`src/rtl/lzsel_pkg.sv`:
```
package lzsel_pkg;

    typedef enum logic [1:0] {
        TAG_COVERED = 2'd0,
        TAG_LITERAL = 2'd1,
        TAG_MATCH   = 2'd2
    } tag_e;

    localparam int unsigned MIN_MATCH = 4;

    function automatic int unsigned clip_len(input int unsigned len, input int unsigned room);
        return (len > room) ? room : len;
    endfunction

    function automatic int unsigned usable_len(input int unsigned len, input int unsigned room,
                                               input logic present);
        int unsigned c;
        c = clip_len(len, room);
        return (present && c >= MIN_MATCH) ? c : 0;
    endfunction

endpackage

```
`src/rtl/lzsel_trim.sv`:
```
module lzsel_trim
    import lzsel_pkg::*;
#(
    parameter int PWS   = 8,
    parameter int LEN_W = 6,
    parameter int OFF_W = 16
) (
    input  logic                       clk,
    input  logic                       rst,
    input  logic                       in_valid,
    input  logic [PWS-1:0][7:0]        in_lit,
    input  logic [PWS-1:0][LEN_W-1:0]  in_len,
    input  logic [PWS-1:0][OFF_W-1:0]  in_off,
    input  logic [PWS-1:0]             in_mvalid,
    output logic                       o_vld,
    output logic [LEN_W-1:0]           o_cnt,
    output logic [PWS-1:0][LEN_W-1:0]  o_tlen,
    output logic [PWS-1:0][OFF_W-1:0]  o_off,
    output logic [PWS-1:0][7:0]        o_lit,
    output logic [PWS-1:0][1:0]        o_tag
);

    logic [PWS-1:0][LEN_W-1:0] tlen_c;

    // shorten each candidate to the bytes left in the window, drop short ones
    always_comb begin
        for (int i = 0; i < PWS; i++) begin
            tlen_c[i] = LEN_W'(usable_len(32'(in_len[i]), 32'(PWS - i), in_mvalid[i]));
        end
    end

    always_ff @(posedge clk) begin
        if (rst) begin
            o_vld  <= 1'b0;
            o_tlen <= '0;
            o_off  <= '0;
            o_lit  <= '0;
        end else begin
            o_vld  <= in_valid;
            o_tlen <= tlen_c;
            o_off  <= in_off;
            o_lit  <= in_lit;
        end
    end

    // every window starts with no coverage from before
    assign o_cnt = '0;
    assign o_tag = '0;

endmodule

```
`src/rtl/lzsel_stage.sv`:
```
module lzsel_stage
    import lzsel_pkg::*;
#(
    parameter int PWS   = 8,
    parameter int LEN_W = 6,
    parameter int OFF_W = 16,
    parameter int POS   = 0
) (
    input  logic                       clk,
    input  logic                       rst,
    input  logic                       i_vld,
    input  logic [LEN_W-1:0]           i_cnt,
    input  logic [PWS-1:0][LEN_W-1:0]  i_tlen,
    input  logic [PWS-1:0][OFF_W-1:0]  i_off,
    input  logic [PWS-1:0][7:0]        i_lit,
    input  logic [PWS-1:0][1:0]        i_tag,
    output logic                       o_vld,
    output logic [LEN_W-1:0]           o_cnt,
    output logic [PWS-1:0][LEN_W-1:0]  o_tlen,
    output logic [PWS-1:0][OFF_W-1:0]  o_off,
    output logic [PWS-1:0][7:0]        o_lit,
    output logic [PWS-1:0][1:0]        o_tag
);

    localparam bit HAS_NXT = (POS < PWS - 1);
    localparam int NXT     = HAS_NXT ? POS + 1 : POS;

    tag_e             sel;
    logic [LEN_W-1:0] cnt_n;
    logic             defer;

    assign defer = HAS_NXT && (i_tlen[NXT] > i_tlen[POS]);

    always_comb begin
        if (i_cnt != '0) begin
            sel   = TAG_COVERED;
            cnt_n = i_cnt - LEN_W'(1);
        end else if (i_tlen[POS] == '0 || defer) begin
            sel   = TAG_LITERAL;
            cnt_n = '0;
        end else begin
            sel   = TAG_MATCH;
            cnt_n = i_tlen[POS] - LEN_W'(1);
        end
    end

    always_ff @(posedge clk) begin
        if (rst) begin
            o_vld  <= 1'b0;
            o_cnt  <= '0;
            o_tlen <= '0;
            o_off  <= '0;
            o_lit  <= '0;
            o_tag  <= '0;
        end else begin
            o_vld  <= i_vld;
            o_cnt  <= cnt_n;
            o_lit  <= i_lit;
            o_tlen <= i_tlen;
            o_off  <= i_off;
            o_tag  <= i_tag;
            o_tag[POS] <= sel;
            if (sel != TAG_MATCH) begin
                o_tlen[POS] <= '0;
                o_off[POS]  <= '0;
            end
        end
    end

endmodule

```
`src/rtl/lzsel_top.sv`:
```
module lzsel_top
    import lzsel_pkg::*;
#(
    parameter int PWS   = 8,
    parameter int LEN_W = 6,
    parameter int OFF_W = 16
) (
    input  logic                       clk,
    input  logic                       rst,
    input  logic                       in_valid,
    input  logic [PWS-1:0][7:0]        in_lit,
    input  logic [PWS-1:0][LEN_W-1:0]  in_len,
    input  logic [PWS-1:0][OFF_W-1:0]  in_off,
    input  logic [PWS-1:0]             in_mvalid,
    output logic                       out_valid,
    output logic [PWS-1:0][1:0]        out_tag,
    output logic [PWS-1:0][LEN_W-1:0]  out_len,
    output logic [PWS-1:0][OFF_W-1:0]  out_off,
    output logic [PWS-1:0][7:0]        out_lit
);

    localparam int DEPTH = PWS + 1;

    logic                       c_vld  [DEPTH];
    logic [LEN_W-1:0]           c_cnt  [DEPTH];
    logic [PWS-1:0][LEN_W-1:0]  c_tlen [DEPTH];
    logic [PWS-1:0][OFF_W-1:0]  c_off  [DEPTH];
    logic [PWS-1:0][7:0]        c_lit  [DEPTH];
    logic [PWS-1:0][1:0]        c_tag  [DEPTH];

    lzsel_trim #(.PWS(PWS), .LEN_W(LEN_W), .OFF_W(OFF_W)) u_trim (
        .clk(clk), .rst(rst),
        .in_valid(in_valid), .in_lit(in_lit), .in_len(in_len),
        .in_off(in_off), .in_mvalid(in_mvalid),
        .o_vld(c_vld[0]), .o_cnt(c_cnt[0]), .o_tlen(c_tlen[0]),
        .o_off(c_off[0]), .o_lit(c_lit[0]), .o_tag(c_tag[0])
    );

    for (genvar k = 0; k < PWS; k++) begin : g_stage
        lzsel_stage #(.PWS(PWS), .LEN_W(LEN_W), .OFF_W(OFF_W), .POS(k)) u_st (
            .clk(clk), .rst(rst),
            .i_vld(c_vld[k]), .i_cnt(c_cnt[k]), .i_tlen(c_tlen[k]),
            .i_off(c_off[k]), .i_lit(c_lit[k]), .i_tag(c_tag[k]),
            .o_vld(c_vld[k+1]), .o_cnt(c_cnt[k+1]), .o_tlen(c_tlen[k+1]),
            .o_off(c_off[k+1]), .o_lit(c_lit[k+1]), .o_tag(c_tag[k+1])
        );
    end

    logic [LEN_W-1:0] spent_cnt;
    assign spent_cnt = c_cnt[PWS];

    assign out_valid = c_vld[PWS];
    assign out_tag   = c_tag[PWS];
    assign out_len   = c_tlen[PWS];
    assign out_off   = c_off[PWS];
    assign out_lit   = c_lit[PWS];

endmodule

```
`config.mk`:
```
export PLATFORM = sky130hd
export DESIGN_NAME = lzsel_top
export DESIGN_NICKNAME = d
export VERILOG_FILES = /design/src/rtl/lzsel_pkg.sv /design/src/rtl/lzsel_trim.sv /design/src/rtl/lzsel_stage.sv /design/src/rtl/lzsel_top.sv
export SDC_FILE = /design/constraint.sdc
export NUM_CORES = 2
export LEC_CHECK = 0
export BUFFER_PORTS_ARGS = -buffer_cell sky130_fd_sc_hd__buf_2
export CAP_MARGIN = 5
export CORE_MARGIN = 5
export CORE_UTILIZATION = 45
export CTS_CLUSTER_DIAMETER = 120
export CTS_CLUSTER_SIZE = 16
export DETAILED_ROUTE_END_ITERATION = 16
export PLACE_DENSITY = 0.64
export SLEW_MARGIN = 15
export SYNTH_ARGS = -nofsm -noshare
export SYNTH_HDL_FRONTEND = slang
export SYNTH_HIERARCHICAL = 1
export SYNTH_SLANG_ARGS = --single-unit
```
`constraint.sdc`:
```
create_clock -name clk -period 5.15 [get_ports clk]
set_input_delay 1.03 -clock clk [delete_from_list [all_inputs] [get_ports clk]]
set_output_delay 1.03 -clock clk [all_outputs]
set_load 0.05 [all_outputs]
```
==> key figures <==
Outcome
  • Status: complete, no violations

Clock tree
  • Setup bufs post-CTS: 0
  • # hold bufs at CTS: 0
  • CTS clock-pin slew for the worst setup and hold paths: 0.06 ns
  • CTS Buf Count: 161
  • CTS max path bufs: 3
  • CTS Sinks: 2283
  • H-tree lvl count: 4
  • PostCTS Resize Cnt: 0
  • CTS tree: built
  • Root Buffer: clkbuf_16
  • Worst-skew pair later-pin latency: 0.79 ns

Synthesis
  • Synth warnings: 6
  • Syn avg cell area: 12.43 um^2
  • Mapped Area: 64580 um^2
  • Synth Instances: 5196

Place
  • Port bufs: 484
  • DP Area: 68490 um^2
  • Final GP Congestion: 0.8353
  • DP HPWL: 65.49 mm
  • DP Worst Slack: 2.115 ns

Setup path
  • CP startpoint kind: flop
  • Crit-path leading delay family: flip-flops
  • Worst Path Max Fanout: 1
  • Kind of critical path: reg2out
  • Worst setup EP type: output port
  • CP peak stage delay: 0.41 ns
  • Buffers plus inverters on the worst setup path: 1
  • CP Cell Sequence: buf_2
  • Worst Path Required: 4.12 ns
  • CP max-delay cell: dfxtp_1
  • Critical path arrival: approximately 1.5 ns

Detailed routing
  • DRT Wirelength: 101.6 mm
  • Post-DRT Antenna Nets: 0
  • DRT Pass-1 Iters: 6
  • Detailed-route DRC error count: 0
  • DR WL/cell: between 10 and 15 um
  • Vias/cell: 4.182
  • Starting DRT DRC Count: 1671
  • Via count: roughly 32000

Global route
  • Overall Global Routing Usage: 13.29%
  • Total gr overflow: 0
  • Number of global-route vias before repair: 29580
  • First-pass GRT wire length: 161.1 mm
  • Antenna violations before repair: 16
  • Largest net degree at the start of global routing: around 250

Timing
  • Fmax: 399.0 MHz
  • Worst hold slack: 0.4216 ns
  • Worst slew margin: between 20 and 30%
  • Fin. max-slew vios: 0
  • Tmin final: 2.506 ns
  • Setup-failing EPs final: 0
  • Slew @ Worst Pin: 1.062 ns
  • Fin. Hold Viols: 0
  • Setup WS post-layout: 2.644 ns
  • Tcrit/Tclk final: 48.67%
  • Sum Neg Setup Slack: 0 ns
  • RSZ-0062 raised after global routing: no
  • Clk_skew: 0.03518 ns

Floorplan
  • Die Y: about 390 um
  • Starting Density: 45.12%
  • DIE AREA: 151200 um^2
  • I/O pin total: 508
  • Core outline area: between 100000 and 150000 um^2
  • Row count: roughly 140
  • Die X-Extent: 388.8 um

Layout
  • Fin nets: between 5000 and 6000
  • Share of cells above drive strength 1: 13.39%
  • Fillcell total: roughly 12000
  • Layout area overhead: 12.76%
  • Final instance area: ~73000 um^2

Power
  • Total Power: a little over 0.03 W
  • Lkg Pwr: approximately 29 nW
  • P per Cell Area: 424.2 nW/um^2
  • Peak supply drop: roughly 0.30 mV

Min path
  • Class of the worst hold path: reg2reg

Job
  • Number of max-cap violations: 0
[worst paths after layout]
check	start	slack, ns	end	depth (start not counted)
max reg2reg	g_stage[2].u_st/o_tlen[20]$_SDFF_PP0_	2.81	g_stage[3].u_st/o_cnt[3]$_SDFF_PP0_	6
max	g_stage[7].u_st/o_off[79]$_SDFF_PP0_	2.64	out_off[79]	1
min reg2reg	u_trim/o_tlen[28]$_SDFF_PP0_	0.42	g_stage[0].u_st/o_tlen[28]$_SDFF_PP0_	1
min	u_trim/o_tlen[28]$_SDFF_PP0_	0.42	g_stage[0].u_st/o_tlen[28]$_SDFF_PP0_	1
[flip-flops by register name, summed over array words and instances, names as in the netlist]
signal	count
g_stage.u_st/o_off	1024
g_stage.u_st/o_lit	512
g_stage.u_st/o_tlen	384
u_trim/o_off	128
g_stage.u_st/o_tag	72
u_trim/o_lit	64
u_trim/o_tlen	48
g_stage.u_st/o_cnt	42
g_stage.u_st/o_vld	8
u_trim/o_vld	1
[cell usage in the layout (no fill, tap or decap), types with 5 or more instances in the layout]
cell          n
buf_12       11
a21oi_1      21
and2_1       16
buf_4         7
nor2b_1    2001
a21o_1        7
a21oi_4       7
nor2_4       14
inv_6         6
ha_1         72
nand2_1      17
buf_2       483
nor3_1       69
dfxtp_1    2283
nor2_1       22
conb_1       41
nand4_2       7
xnor2_1      42
o211ai_4      7
or3_1         8
o32ai_1      35
nand4b_1      7
and3_1        5
clkbuf_16   162
xor2_1       14
nor3b_1     113
and4b_4       7
o32ai_4       7
o21bai_2      7
nand3_1      28
inv_1        73
a31o_2       14
a31oi_1       7
[stage by stage]
step,instances,util (%)
final,7553,50.87
after global routing,7552,50.87
after CTS,7551,50.87
after detailed placement,7373,47.85
after global placement,7373,47.85
after floorplan,5236,-
[report_power, final]
part	switching (W)	total [W]	leakage, nW	internal (W)
clock network	0.00560	0.0112	2.11	0.00565
registers	0.000146	0.0182	18.5	0.0180
logic	0.000867	0.00146	8.81	0.000589
[metal layers]
layer / routed length [um] / GRT usage (%)
met1: 46680 / 17.61
met2: 45740 / 20.83
met3: 5544 / 3.486
met4: 3598 / 5.334
met5: 41 / 0
[cell type report]
type / instances / area [um^2] / area share, %
flip-flops and latches: 2283 / 45700 / 62.76
multi-input cells: 2613 / 17440 / 23.95
clock buffers: 162 / 4054 / 5.567
repair buffers: 501 / 2690 / 3.694
well taps: 1903 / 2381 / 3.270
inverters: 73 / 274.0 / 0.3763
clock inverters: 16 / 267.8 / 0.3677
diodes: 2 / 5.005 / 0.006873
Power figures use the tool's default switching activity.
